[config.mk]
export PLATFORM = sky130hd
export DESIGN_NAME = fpnrp_pack_unit
export DESIGN_NICKNAME = d
export VERILOG_FILES = /design/src/rtl/fpnrp_pkg.sv /design/src/rtl/fpnrp_normalizer.sv /design/src/rtl/fpnrp_real_pack.sv /design/src/rtl/fpnrp_int_pack.sv /design/src/rtl/fpnrp_pack_unit.sv
export SDC_FILE = /design/constraint.sdc
export NUM_CORES = 1
export LEC_CHECK = 0
export BUFFER_PORTS_ARGS = -buffer_cell sky130_fd_sc_hd__buf_2
export CORE_UTILIZATION = 40
export CTS_CLUSTER_DIAMETER = 30
export CTS_CLUSTER_SIZE = 25
export DETAILED_ROUTE_END_ITERATION = 12
export MAX_ROUTING_LAYER = met4
export PLACE_DENSITY_LB_ADDON = 0.08
export SYNTH_ARGS = -nofsm -noshare
export SYNTH_HDL_FRONTEND = slang
export SYNTH_HIERARCHICAL = 1
export SYNTH_SLANG_ARGS = --single-unit
[constraint.sdc]
create_clock -name clk -period 9.2 [get_ports clk]
set_clock_uncertainty 0.15 [all_clocks]
set_input_delay 0.46 -clock clk [delete_from_list [all_inputs] [get_ports clk]]
set_output_delay 0.46 -clock clk [all_outputs]
set_load 0.03 [all_outputs]
[src/rtl/fpnrp_pkg.sv]
package fpnrp_pkg;

  localparam int MANT_W      = 56;
  localparam int CARRY_POS   = 55;
  localparam int IMPL_POS    = 54;
  localparam int FRAC_BITS   = 54;
  localparam int WORD_W      = 16;
  localparam int NUM_WORDS   = 4;
  localparam int OUT_W       = WORD_W * NUM_WORDS;
  localparam int HEAD_BITS   = 6;
  localparam int BEXP_W      = 9;
  localparam int EXP_BIAS    = 256;
  localparam int EXP_LO      = -256;
  localparam int EXP_HI      = 255;
  localparam int SHIFT_CNT_W = $clog2(FRAC_BITS + 1);

  localparam logic [2:0] PREC_I16 = 3'd0;
  localparam logic [2:0] PREC_I32 = 3'd1;
  localparam logic [2:0] PREC_R2  = 3'd2;
  localparam logic [2:0] PREC_R3  = 3'd3;

  localparam logic [1:0] TRAP_NONE  = 2'd0;
  localparam logic [1:0] TRAP_FUNDR = 2'd1;
  localparam logic [1:0] TRAP_FOVR  = 2'd2;
  localparam logic [1:0] TRAP_IOVR  = 2'd3;

  function automatic logic prec_is_int(input logic [2:0] p);
    return (p == PREC_I16) || (p == PREC_I32);
  endfunction

  // lowest mantissa bit kept for a real precision
  function automatic int kept_low(input logic [2:0] p);
    case (p)
      PREC_R2: return 32;
      PREC_R3: return 16;
      default: return 0;
    endcase
  endfunction

  function automatic logic [MANT_W-1:0] round_inc(input logic [2:0] p);
    int lo;
    lo = kept_low(p);
    if (lo == 0) return MANT_W'(1);
    return MANT_W'(1) << (lo - 1);
  endfunction

  function automatic logic [MANT_W-1:0] keep_mask(input logic [2:0] p);
    logic [MANT_W-1:0] frac_ones;
    frac_ones = (MANT_W'(1) << FRAC_BITS) - MANT_W'(1);
    return frac_ones & ~((MANT_W'(1) << kept_low(p)) - MANT_W'(1));
  endfunction

endpackage

[src/rtl/fpnrp_normalizer.sv]
module fpnrp_normalizer
  import fpnrp_pkg::*;
#(
  parameter int EXP_W = 12
) (
  input  logic                    clk,
  input  logic                    rst_n,
  input  logic                    load,
  input  logic                    step,
  input  logic [MANT_W-1:0]       mant_i,
  input  logic signed [EXP_W-1:0] exp_i,
  input  logic                    freeze_i,
  output logic [MANT_W-1:0]       mant_q,
  output logic signed [EXP_W-1:0] exp_q,
  output logic                    settled
);

  logic                   frz_q;
  logic [SHIFT_CNT_W-1:0] shift_cnt;
  logic                   is_zero;
  logic                   do_right;
  logic                   do_left;

  assign is_zero  = (mant_q == '0);
  assign do_right = step && !frz_q && mant_q[CARRY_POS];
  assign do_left  = step && !frz_q && !is_zero && !mant_q[CARRY_POS] && !mant_q[IMPL_POS];
  assign settled  = frz_q || is_zero || (mant_q[IMPL_POS] && !mant_q[CARRY_POS]);

  always_ff @(posedge clk or negedge rst_n) begin
    if (!rst_n) begin
      mant_q    <= '0;
      exp_q     <= '0;
      frz_q     <= 1'b0;
      shift_cnt <= '0;
    end else if (load) begin
      mant_q    <= mant_i;
      exp_q     <= exp_i;
      frz_q     <= freeze_i;
      shift_cnt <= '0;
    end else if (do_right) begin
      mant_q <= mant_q >> 1;
      exp_q  <= exp_q + EXP_W'(1);
    end else if (do_left) begin
      mant_q    <= mant_q << 1;
      exp_q     <= exp_q - EXP_W'(1);
      shift_cnt <= shift_cnt + SHIFT_CNT_W'(1);
    end
  end

  // left shifts never exceed the mantissa fraction width
  p_shift_bound_r5: assert property (@(posedge clk) disable iff (!rst_n)
    shift_cnt <= SHIFT_CNT_W'(FRAC_BITS));

  // one right shift lands the leading one on the hidden position
  p_right_once_r4: assert property (@(posedge clk) disable iff (!rst_n)
    do_right |=> (exp_q == $past(exp_q) + EXP_W'(1)) && mant_q[IMPL_POS] && !mant_q[CARRY_POS]);

  // each left shift lowers the exponent by one
  p_left_step_r5: assert property (@(posedge clk) disable iff (!rst_n)
    do_left |=> exp_q == $past(exp_q) - EXP_W'(1));

endmodule

[src/rtl/fpnrp_real_pack.sv]
module fpnrp_real_pack
  import fpnrp_pkg::*;
#(
  parameter int EXP_W = 12
) (
  input  logic [MANT_W-1:0]       mant_i,
  input  logic signed [EXP_W-1:0] exp_i,
  input  logic                    neg_i,
  input  logic [2:0]              prec_i,
  output logic [OUT_W-1:0]        words_o,
  output logic [1:0]              trap_o,
  output logic                    rnd_carry
);

  logic [MANT_W-1:0]       rsum;
  logic [MANT_W-1:0]       kept;
  logic signed [EXP_W-1:0] e_fin;
  logic [BEXP_W-1:0]       bexp;
  logic                    frac_zero;

  always_comb begin
    rsum      = mant_i + round_inc(prec_i);
    rnd_carry = rsum[CARRY_POS];
    e_fin     = exp_i + (rnd_carry ? EXP_W'(1) : EXP_W'(0));
    kept      = rsum & keep_mask(prec_i);
    bexp      = BEXP_W'(e_fin + EXP_W'(EXP_BIAS));
    frac_zero = (kept == '0);
    if (e_fin < EXP_LO || (e_fin == EXP_LO && frac_zero)) trap_o = TRAP_FUNDR;
    else if (e_fin > EXP_HI)                              trap_o = TRAP_FOVR;
    else                                                  trap_o = TRAP_NONE;
  end

  assign words_o[OUT_W-1 -: WORD_W] = {neg_i, bexp, kept[FRAC_BITS-1 -: HEAD_BITS]};

  for (genvar g = 1; g < NUM_WORDS; g++) begin : g_tail
    assign words_o[(NUM_WORDS-1-g)*WORD_W +: WORD_W] = kept[(NUM_WORDS-1-g)*WORD_W +: WORD_W];
  end

endmodule

[src/rtl/fpnrp_int_pack.sv]
module fpnrp_int_pack
  import fpnrp_pkg::*;
#(
  parameter int EXP_W = 12
) (
  input  logic [MANT_W-1:0]       mant_i,
  input  logic signed [EXP_W-1:0] exp_i,
  input  logic                    neg_i,
  input  logic                    wide_i,
  output logic [OUT_W-1:0]        words_o,
  output logic [1:0]              trap_o,
  output logic                    too_big
);

  localparam int SH_W = EXP_W + 1;

  logic [SH_W-1:0]   sh;
  logic [MANT_W-1:0] mag_full;
  logic [31:0]       mag32;
  logic [31:0]       val32;

  always_comb begin
    too_big  = exp_i >= (wide_i ? 31 : 15);
    sh       = SH_W'(FRAC_BITS) - {exp_i[EXP_W-1], exp_i};
    mag_full = mant_i >> sh;
    mag32    = 32'(mag_full) & (wide_i ? 32'hFFFF_FFFF : 32'h0000_FFFF);
    val32    = neg_i ? (32'd0 - mag32) : mag32;
    words_o  = too_big ? '0 : {val32, 32'd0};
    trap_o   = too_big ? TRAP_IOVR : TRAP_NONE;
  end

endmodule

[src/rtl/fpnrp_pack_unit.sv]
module fpnrp_pack_unit
  import fpnrp_pkg::*;
#(
  parameter int EXP_W = 12
) (
  input  logic             clk,
  input  logic             rst_n,
  input  logic             start,
  input  logic [55:0]      mant_in,
  input  logic [EXP_W-1:0] exp_in,
  input  logic             neg_in,
  input  logic [2:0]       prec_in,
  output logic             busy,
  output logic             done,
  output logic [63:0]      pk_words,
  output logic [1:0]       pk_trap
);

  typedef enum logic {ST_IDLE, ST_NORM} state_e;

  state_e                  state;
  logic [2:0]              prec_q;
  logic                    neg_q;
  logic                    accept;
  logic                    finish;
  logic                    settled;
  logic [MANT_W-1:0]       mant_q;
  logic signed [EXP_W-1:0] exp_q;
  logic [OUT_W-1:0]        real_words, int_words, sel_words;
  logic [1:0]              real_trap, int_trap, sel_trap;
  logic                    rnd_carry;
  logic                    int_too_big;

  assign accept = start && (state == ST_IDLE);
  assign finish = (state == ST_NORM) && settled;
  assign busy   = (state == ST_NORM);

  fpnrp_normalizer #(.EXP_W(EXP_W)) u_norm (
    .clk      (clk),
    .rst_n    (rst_n),
    .load     (accept),
    .step     (busy),
    .mant_i   (mant_in),
    .exp_i    ($signed(exp_in)),
    .freeze_i (prec_is_int(prec_in)),
    .mant_q   (mant_q),
    .exp_q    (exp_q),
    .settled  (settled)
  );

  fpnrp_real_pack #(.EXP_W(EXP_W)) u_real (
    .mant_i    (mant_q),
    .exp_i     (exp_q),
    .neg_i     (neg_q),
    .prec_i    (prec_q),
    .words_o   (real_words),
    .trap_o    (real_trap),
    .rnd_carry (rnd_carry)
  );

  fpnrp_int_pack #(.EXP_W(EXP_W)) u_int (
    .mant_i  (mant_q),
    .exp_i   (exp_q),
    .neg_i   (neg_q),
    .wide_i  (prec_q == PREC_I32),
    .words_o (int_words),
    .trap_o  (int_trap),
    .too_big (int_too_big)
  );

  always_comb begin
    if (mant_q == '0) begin
      sel_words = '0;
      sel_trap  = TRAP_NONE;
    end else if (prec_is_int(prec_q)) begin
      sel_words = int_words;
      sel_trap  = int_trap;
    end else begin
      sel_words = real_words;
      sel_trap  = real_trap;
    end
  end

  always_ff @(posedge clk or negedge rst_n) begin
    if (!rst_n) begin
      state    <= ST_IDLE;
      prec_q   <= '0;
      neg_q    <= 1'b0;
      done     <= 1'b0;
      pk_words <= '0;
      pk_trap  <= '0;
    end else begin
      done <= finish;
      if (accept) begin
        state  <= ST_NORM;
        prec_q <= prec_in;
        neg_q  <= neg_in;
      end else if (finish) begin
        state    <= ST_IDLE;
        pk_words <= sel_words;
        pk_trap  <= sel_trap;
      end
    end
  end

  // accepted start raises busy on the next cycle
  p_busy_after_start_r1: assert property (@(posedge clk) disable iff (!rst_n)
    accept |=> busy);

  // done lasts one cycle
  p_done_single_r1: assert property (@(posedge clk) disable iff (!rst_n)
    done |=> !done);

  // results move only with done
  p_hold_r2: assert property (@(posedge clk) disable iff (!rst_n)
    !done |-> $stable(pk_words) && $stable(pk_trap));

  // zero mantissa gives a clean zero
  p_zero_quiet_r3: assert property (@(posedge clk) disable iff (!rst_n)
    (finish && mant_q == '0) |=> (pk_words == '0) && (pk_trap == TRAP_NONE));

  // integer results skip normalization
  p_int_direct_r12: assert property (@(posedge clk) disable iff (!rst_n)
    (accept && prec_is_int(prec_in)) |=> finish);

  // integer overflow always comes with zero words
  p_int_ovf_zero_r11: assert property (@(posedge clk) disable iff (!rst_n)
    (finish && prec_is_int(prec_q) && int_too_big && mant_q != '0) |=>
      (pk_trap == TRAP_IOVR) && (pk_words == '0));

  // a rounding carry with a modest exponent never reports overflow
  p_round_carry_r7: assert property (@(posedge clk) disable iff (!rst_n)
    (finish && !prec_is_int(prec_q) && rnd_carry && exp_q < 0 && exp_q > -200) |=>
      pk_trap == TRAP_NONE);

endmodule

* Word-level counts from Yosys, hierarchy flattened
Cells that the tools add are included.
Cells by class: magnitude comparators 3, equality and inequality tests 5, bitwise logic cells 5, $add $sub $neg 9, shifts and indexed selects 3, muxes and demuxes 24, reduce and logical (&&, ||, !) cells 26
Operator list (count):
- 2-to-1 mux 56 bit | 5
- 2-to-1 mux 64 bit | 3
- logical NOT 56 bit | 2
- 2-to-1 mux 32 bit | 2
- adder 56 bit | 1
- AND 56 x 54 -> 56 bit | 1
- << shifter 1 x 32 -> 56 bit (first input constant) | 1
- >> shifter 56 x 13 -> 32 bit | 1
- inverter 54 bit | 1
- << shifter 1 x 6 -> 54 bit (first input constant) | 1
- subtractor 54 x 1 -> 54 bit (second input constant) | 1
- 2-to-1 mux 12 bit | 3
- AND 32 bit | 1
- logical NOT 32 bit | 1
- subtractor 1 x 32 -> 32 bit (first input constant) | 1
- subtractor 7 x 12 -> 13 bit (first input constant) | 1
- adder 12 x 2 -> 12 bit | 1
- adder 12 x 2 -> 12 bit (second input constant) | 1
- == test 12 x 9 -> 1 bit (second input constant) | 1
- greater-or-equal comparator 12 x 6 -> 1 bit | 1
- greater-than comparator 12 x 9 -> 1 bit (second input constant) | 1
- less-than comparator 12 x 9 -> 1 bit (second input constant) | 1
- one-hot mux 6 bit (2 select lines) | 1
- subtractor 12 x 2 -> 12 bit (second input constant) | 1
- other kinds (15) | 41
Storage, ports and cells: output and inout port bits 68, register bits after elaboration 141, logic and storage cells 84, input port bits 75

* Longest topological paths before layout
depth after elaboration 14, mapped depth 24, depth with buffers taken out 22

* Hierarchy
Netlist, hierarchy kept.
By module, submodules not included:
- fpnrp_int_pack | instances 1, seq. area each 0.0 µm², area each 6812.8 µm², cells an instance 938
- fpnrp_normalizer | instances 1, seq. area each 1726.7 µm², area each 4375.4 µm², cells an instance 448
- fpnrp_pack_unit | instances 1, seq. area each 1801.7 µm², area each 3607.2 µm², cells an instance 410
- fpnrp_real_pack | instances 1, seq. area each 0.0 µm², area each 2213.4 µm², cells an instance 357

* Worst setup path after synthesis
No wires, ideal clock.
path type reg2reg, from reg prec_q[1], to reg pk_trap[0], period minus slack after synthesis 5.205 ns, stages on the path, launching flop included 24, path buffers 2, data arrival time 4.956 ns, required time 8.951 ns, library setup time 0.099 ns, path slack 3.995 ns, path through dfrtp_1 > nor2b_1 > clkbuf_1 > nand2_1 > clkinv_1 > buf_1 > ha_1 > and4_1 > a31oi_1 > a211oi_1 > o21a_1 > nand4_1 > xnor2_1 > ha_1 > nand3_1 > nor2_1 > mux2_2 > a2111oi_0 > nand4_1 > nor4_1 > nand4_1 > o22ai_2 > o21ai_0 > a311oi_1
On the way: cells in the longest elaborated chain, start to end 14, elaborated cells on any way between the ends 29, those cells by class 4 x add/sub; 2 x order compare; 4 x eq/ne; 2 x shift; 9 x mux; 2 x bitwise; 6 x reduce/logical
Ends and longest elaborated chain:
- from (decl) | line fpnrp_pack_unit.sv:22 | logic [2:0] prec_q;
- from (signal assigned) | line fpnrp_pack_unit.sv:96 | prec_q <= prec_in;
- == test 3 x 2 -> 1 bit | line fpnrp_pkg.sv:33 | case (p)
- one-hot mux 6 bit (2 select lines) (*) | line fpnrp_pkg.sv:33
- subtractor 6 x 1 -> 7 bit or logical NOT 32 bit (tied branches) | line fpnrp_pkg.sv:44, fpnrp_pkg.sv:43
- << shifter 1 x 32 -> 56 bit or 2-to-1 mux 1 bit (tied branches) | line fpnrp_pkg.sv:44, fpnrp_pkg.sv:43
- 2-to-1 mux 56 bit (*) | line fpnrp_pkg.sv:44 | return MANT_W'(1) << (lo - 1);
- adder 56 bit (*) | line fpnrp_real_pack.sv:22 | rsum = mant_i + round_inc(prec_i);
- via rnd_carry | line fpnrp_pack_unit.sv:31 | logic rnd_carry;
- branches (longest 4 deep; another with adder 12 x 2 -> 12 bit)
- logical OR 1 bit (*) | line fpnrp_real_pack.sv:28 | if (e_fin < EXP_LO || (e_fin == EXP_LO && frac_zero)) trap_o = TRAP_FUNDR;
- 2-to-1 mux 2 bit (*) | line fpnrp_real_pack.sv:28
- via real_trap[0] | line fpnrp_pack_unit.sv:30 | logic [1:0] real_trap, int_trap, sel_trap;
- 2-to-1 mux 2 bit (*) | line fpnrp_pack_unit.sv:75 | end else if (prec_is_int(prec_q)) begin
- 2-to-1 mux 2 bit (*) | line fpnrp_pack_unit.sv:72 | if (mant_q == '0) begin
- to (signal assigned) | line fpnrp_pack_unit.sv:101 | pk_trap <= sel_trap;
- to (decl) | line fpnrp_pack_unit.sv:16 | output logic [1:0] pk_trap
Mark *: on every way through the listed nets, which the timed path passes. A chain may end at the register's enable or synchronous reset.

* Worst setup path after layout
from reg prec_q[2], to reg pk_trap[0]
Same word-level chain as after synthesis.

==> results.toml <==
[outcome]
outcome = "finished, final reports clean"

[global_routing]
first_global_vias = 17381
grt_start_max_net_pins = 88
groute.usage.overall_pct = 37.4
grt_pass1_wl_um = 118000
antenna_found_initial = 1
overflow = 0

[synthesis]
yosysSeqAreaShare_pct = 20.7
postSynthAreaPerCell_sq_um = 7.90
yosysTopAreaCell = "dfrtp_1"
syn_area_sq_um = 17000
ys_async_sr_fraction_pct = 100
synth_cells = 2153
synth-seq-cells = 141
netlist.area_leader.share_pct = 20.7
synth_cell_types = 94
yosys_warnings = 6
synth_area_leaders = "dfrtp_1 (21%), mux2i_1 (8.0%), mux2_2 (7.3%)"
synth_most_common_cell = "nand2_1"
ys.flop_type = "dfrtp_1"
synthTopCellsByCount = "nand2_1 (241), nor2_1 (220), o21ai_0 (199), dfrtp_1 (141), mux2i_1 (136)"
synth-edff-count = 0

[placed_design]
port-buffer-count = 142
dpl.hpwl_um = 58300
routabilityCongestion = 1.05

[setup_path]
crit_path_start = "prec_q[2]"
worstPathCellList = "buf_4, nor2b_1, buf_4, nand2_1, clkinv_1, ha_1, and4_1, nand4_1, a211oi_1, o21a_1, nand4_1, xnor2_1, ha_1, nand3_1, nor2_1, mux2_2, a2111oi_0, nand4_1, nor4_1, nand4_1, o22ai_2, o21ai_0, a311oi_1"
cp-start-kind = "flip-flop"
worstPathArrival_ns = 7.03
cp_slowest_cell = "ha_1"
r2r_start = "prec_q[2]"
required_ns = 9.44
crit_top_cell = "nand4_1"
slowest_delay_ns = 0.49
end_kind = "flip-flop"
path_class = "flip-flop to flip-flop"
path_max_fanout = 70

[flow_run]
timing.max_cap.violations = 0

[timing]
fmax_mhz = 147
worst_pin_slew_ns = 1.21
fin_crit_ns = 6.80
timing.slew.headroom_pct = 18.0
timing.setup.tns_ns = 0
hold_viol_final = 0
slew_viol_final = 0
min_period_over_period_pct = 73.9
setup_viol = 0
rsz0062_at_grt = "false"

[routing]
vias = 18433
first_pass_iters = 6
routedWlPerCell_um = 28.9
routed_wl_um = 80200
drtIter0Drc = 2492
drtAntennaViolNets = 0
drc_errors = 0
avgViaCountPerCell = 6.64

[clock_tree]
clk_pin_slew_worst_paths_ns = 0.07
post_cts_buffers = 0
clockBufferDepth = 2
cts_sinks = 141
cts_tree = "done"
insertion_delay_ns = 0.49
h-tree-depth = 4
cts_made_buffers = 17
cts.root.buffer_cell = "clkbuf_16"

[finish]
register_area_sq_um = 3540
fillers = 4403
multi_input_area_sq_um = 12500
area_growth_pct = 10.4
final_net_count = 2320
final_layout_size_suffix_gt1_share_pct = 19.6

[floorplanning]
start_util_pct = 40.5
core_area_sq_um = 41900
dieArea_sq_um = 43400
dieWidth_um = 208
num_io_pins = 143
die_h_um = 208
row_count = 75

[worst_hold_path]
hold_path.startpoint = "mant_in[11]"
min_path_type = "input pin to flip-flop"
==> area by class of cell <==
cell class / count / area share [%]
multi-input cells: 1811 / 66.5
flip-flops and latches: 141 / 18.8
repair buffers: 225 / 7.24
well taps: 539 / 3.59
clock buffers: 19 / 2.30
clock inverters: 13 / 0.973
inverters: 27 / 0.540
diodes: 1 / 0.0133
==> metrics by stage <==
stage                     instance area, sq um  hold slack [ns]  util [%]  instances  worst slack, ns
after floorplan                          17100           0.0144         -       2184             3.99
after CTS                                18800         0.000839      44.8       2775             2.50
after detailed placement                 18100            0.382      43.1       2735             2.55
final                                    18800           0.0325      44.8       2776             2.40
after global routing                     18800           0.0258      44.8       2775             1.88
after global placement                   18100            0.367      43.1       2735             2.78
==> worst max-delay path: cells and delay by family (launching register included) <==
family / cells / cell delay [ns]
buffers and inverters: 3 / 1.16
flip-flops: 1 / 0.35
AND/OR/NAND/NOR: 10 / 2.19
adder cells (fa/ha/maj): 2 / 0.68
multiplexers: 1 / 0.37
AO/OA/AOI/OAI: 6 / 1.65
XOR/XNOR: 1 / 0.16
==> sequential cells by signal (all words and copies together) (netlist names) <==
register	cells
pk_trap	2
pk_words	64
neg_q	1
done	1
u_norm/frz_q	1
prec_q	3
u_norm/exp_q	12
u_norm/mant_q	56
busy	1
==> what timing repair did <==
item                                   4_1_cts  5_1_grt
endpoints found under the hold margin       80        0
hold buffers                                 8        0
resized for setup                            0        0
==> routing by layer <==
layer / GRT usage [%] / vias to the layer above / part of all wire [%]
li1: - / 8194 / -
met1: 50.9 / 9032 / 44
met2: 54.0 / 1019 / 43
met3: 8.14 / 188 / 9.4
met4: 13.7 / 0 / 3.8
met5: - / - / 0
==> worst paths after layout <==
path                                     end  slack [ns]  cells after the start
setup reg to reg                  pk_trap[0]        2.40                     23
setup / recovery                  pk_trap[0]        2.40                     23
min in group asynchronous       pk_words[14]        0.40                      2
hold reg to reg                 pk_words[17]        0.41                      2
hold / removal             u_norm/mant_q[11]        0.03                      3
max in group asynchronous    u_norm/exp_q[0]        6.99                      3
==> cells in the final DEF, fill, tap and decap left out, types with 15 or more instances in the layout <==
| cell type | netlist | layout |
|---|---|---|
| nand3_1 | 73 | 73 |
| nor4_1 | 48 | 48 |
| o21ai_0 | 199 | 199 |
| mux2i_1 | 136 | 136 |
| nand2_1 | 241 | 241 |
| and2_1 | 17 | 16 |
| mux4_2 | 29 | 29 |
| nand4_1 | 36 | 36 |
| o211ai_1 | 20 | 20 |
| a31oi_1 | 15 | 15 |
| clkbuf_16 | 0 | 17 |
| inv_1 | 26 | 26 |
| xor2_1 | 33 | 33 |
| buf_2 | 61 | 141 |
| or3_1 | 17 | 17 |
| nor2_1 | 220 | 219 |
| o31ai_1 | 20 | 20 |
| nand2b_1 | 15 | 15 |
| xnor2_1 | 55 | 54 |
| and3_1 | 17 | 17 |
| a311oi_1 | 70 | 70 |
| mux2_2 | 110 | 110 |
| a21oi_1 | 62 | 62 |
| a211oi_1 | 24 | 24 |
| conb_1 | 2 | 33 |
| buf_4 | 55 | 75 |
| dfrtp_1 | 141 | 137 |
| ha_1 | 21 | 20 |
| nor3_1 | 50 | 49 |
==> logic make-up (layout without fill, tap and decap cells) <==
kind of cell,count (synthesis),in the layout,synth area share [%]
adder cells (fa/ha/maj),22,22,1.66
buffers and inverters,232,284,7.05
flip-flops,141,141,20.7
other,2,34,0.0442
XOR/XNOR,92,92,5.05
AND/OR/NAND/NOR,816,816,23.1
AO/OA/AOI/OAI,570,570,23.0
multiplexers,278,278,19.4
Power is left out: the tool's default activity adds up to more than one toggle a clock period on the data nets, which glitch-free logic cannot reach.
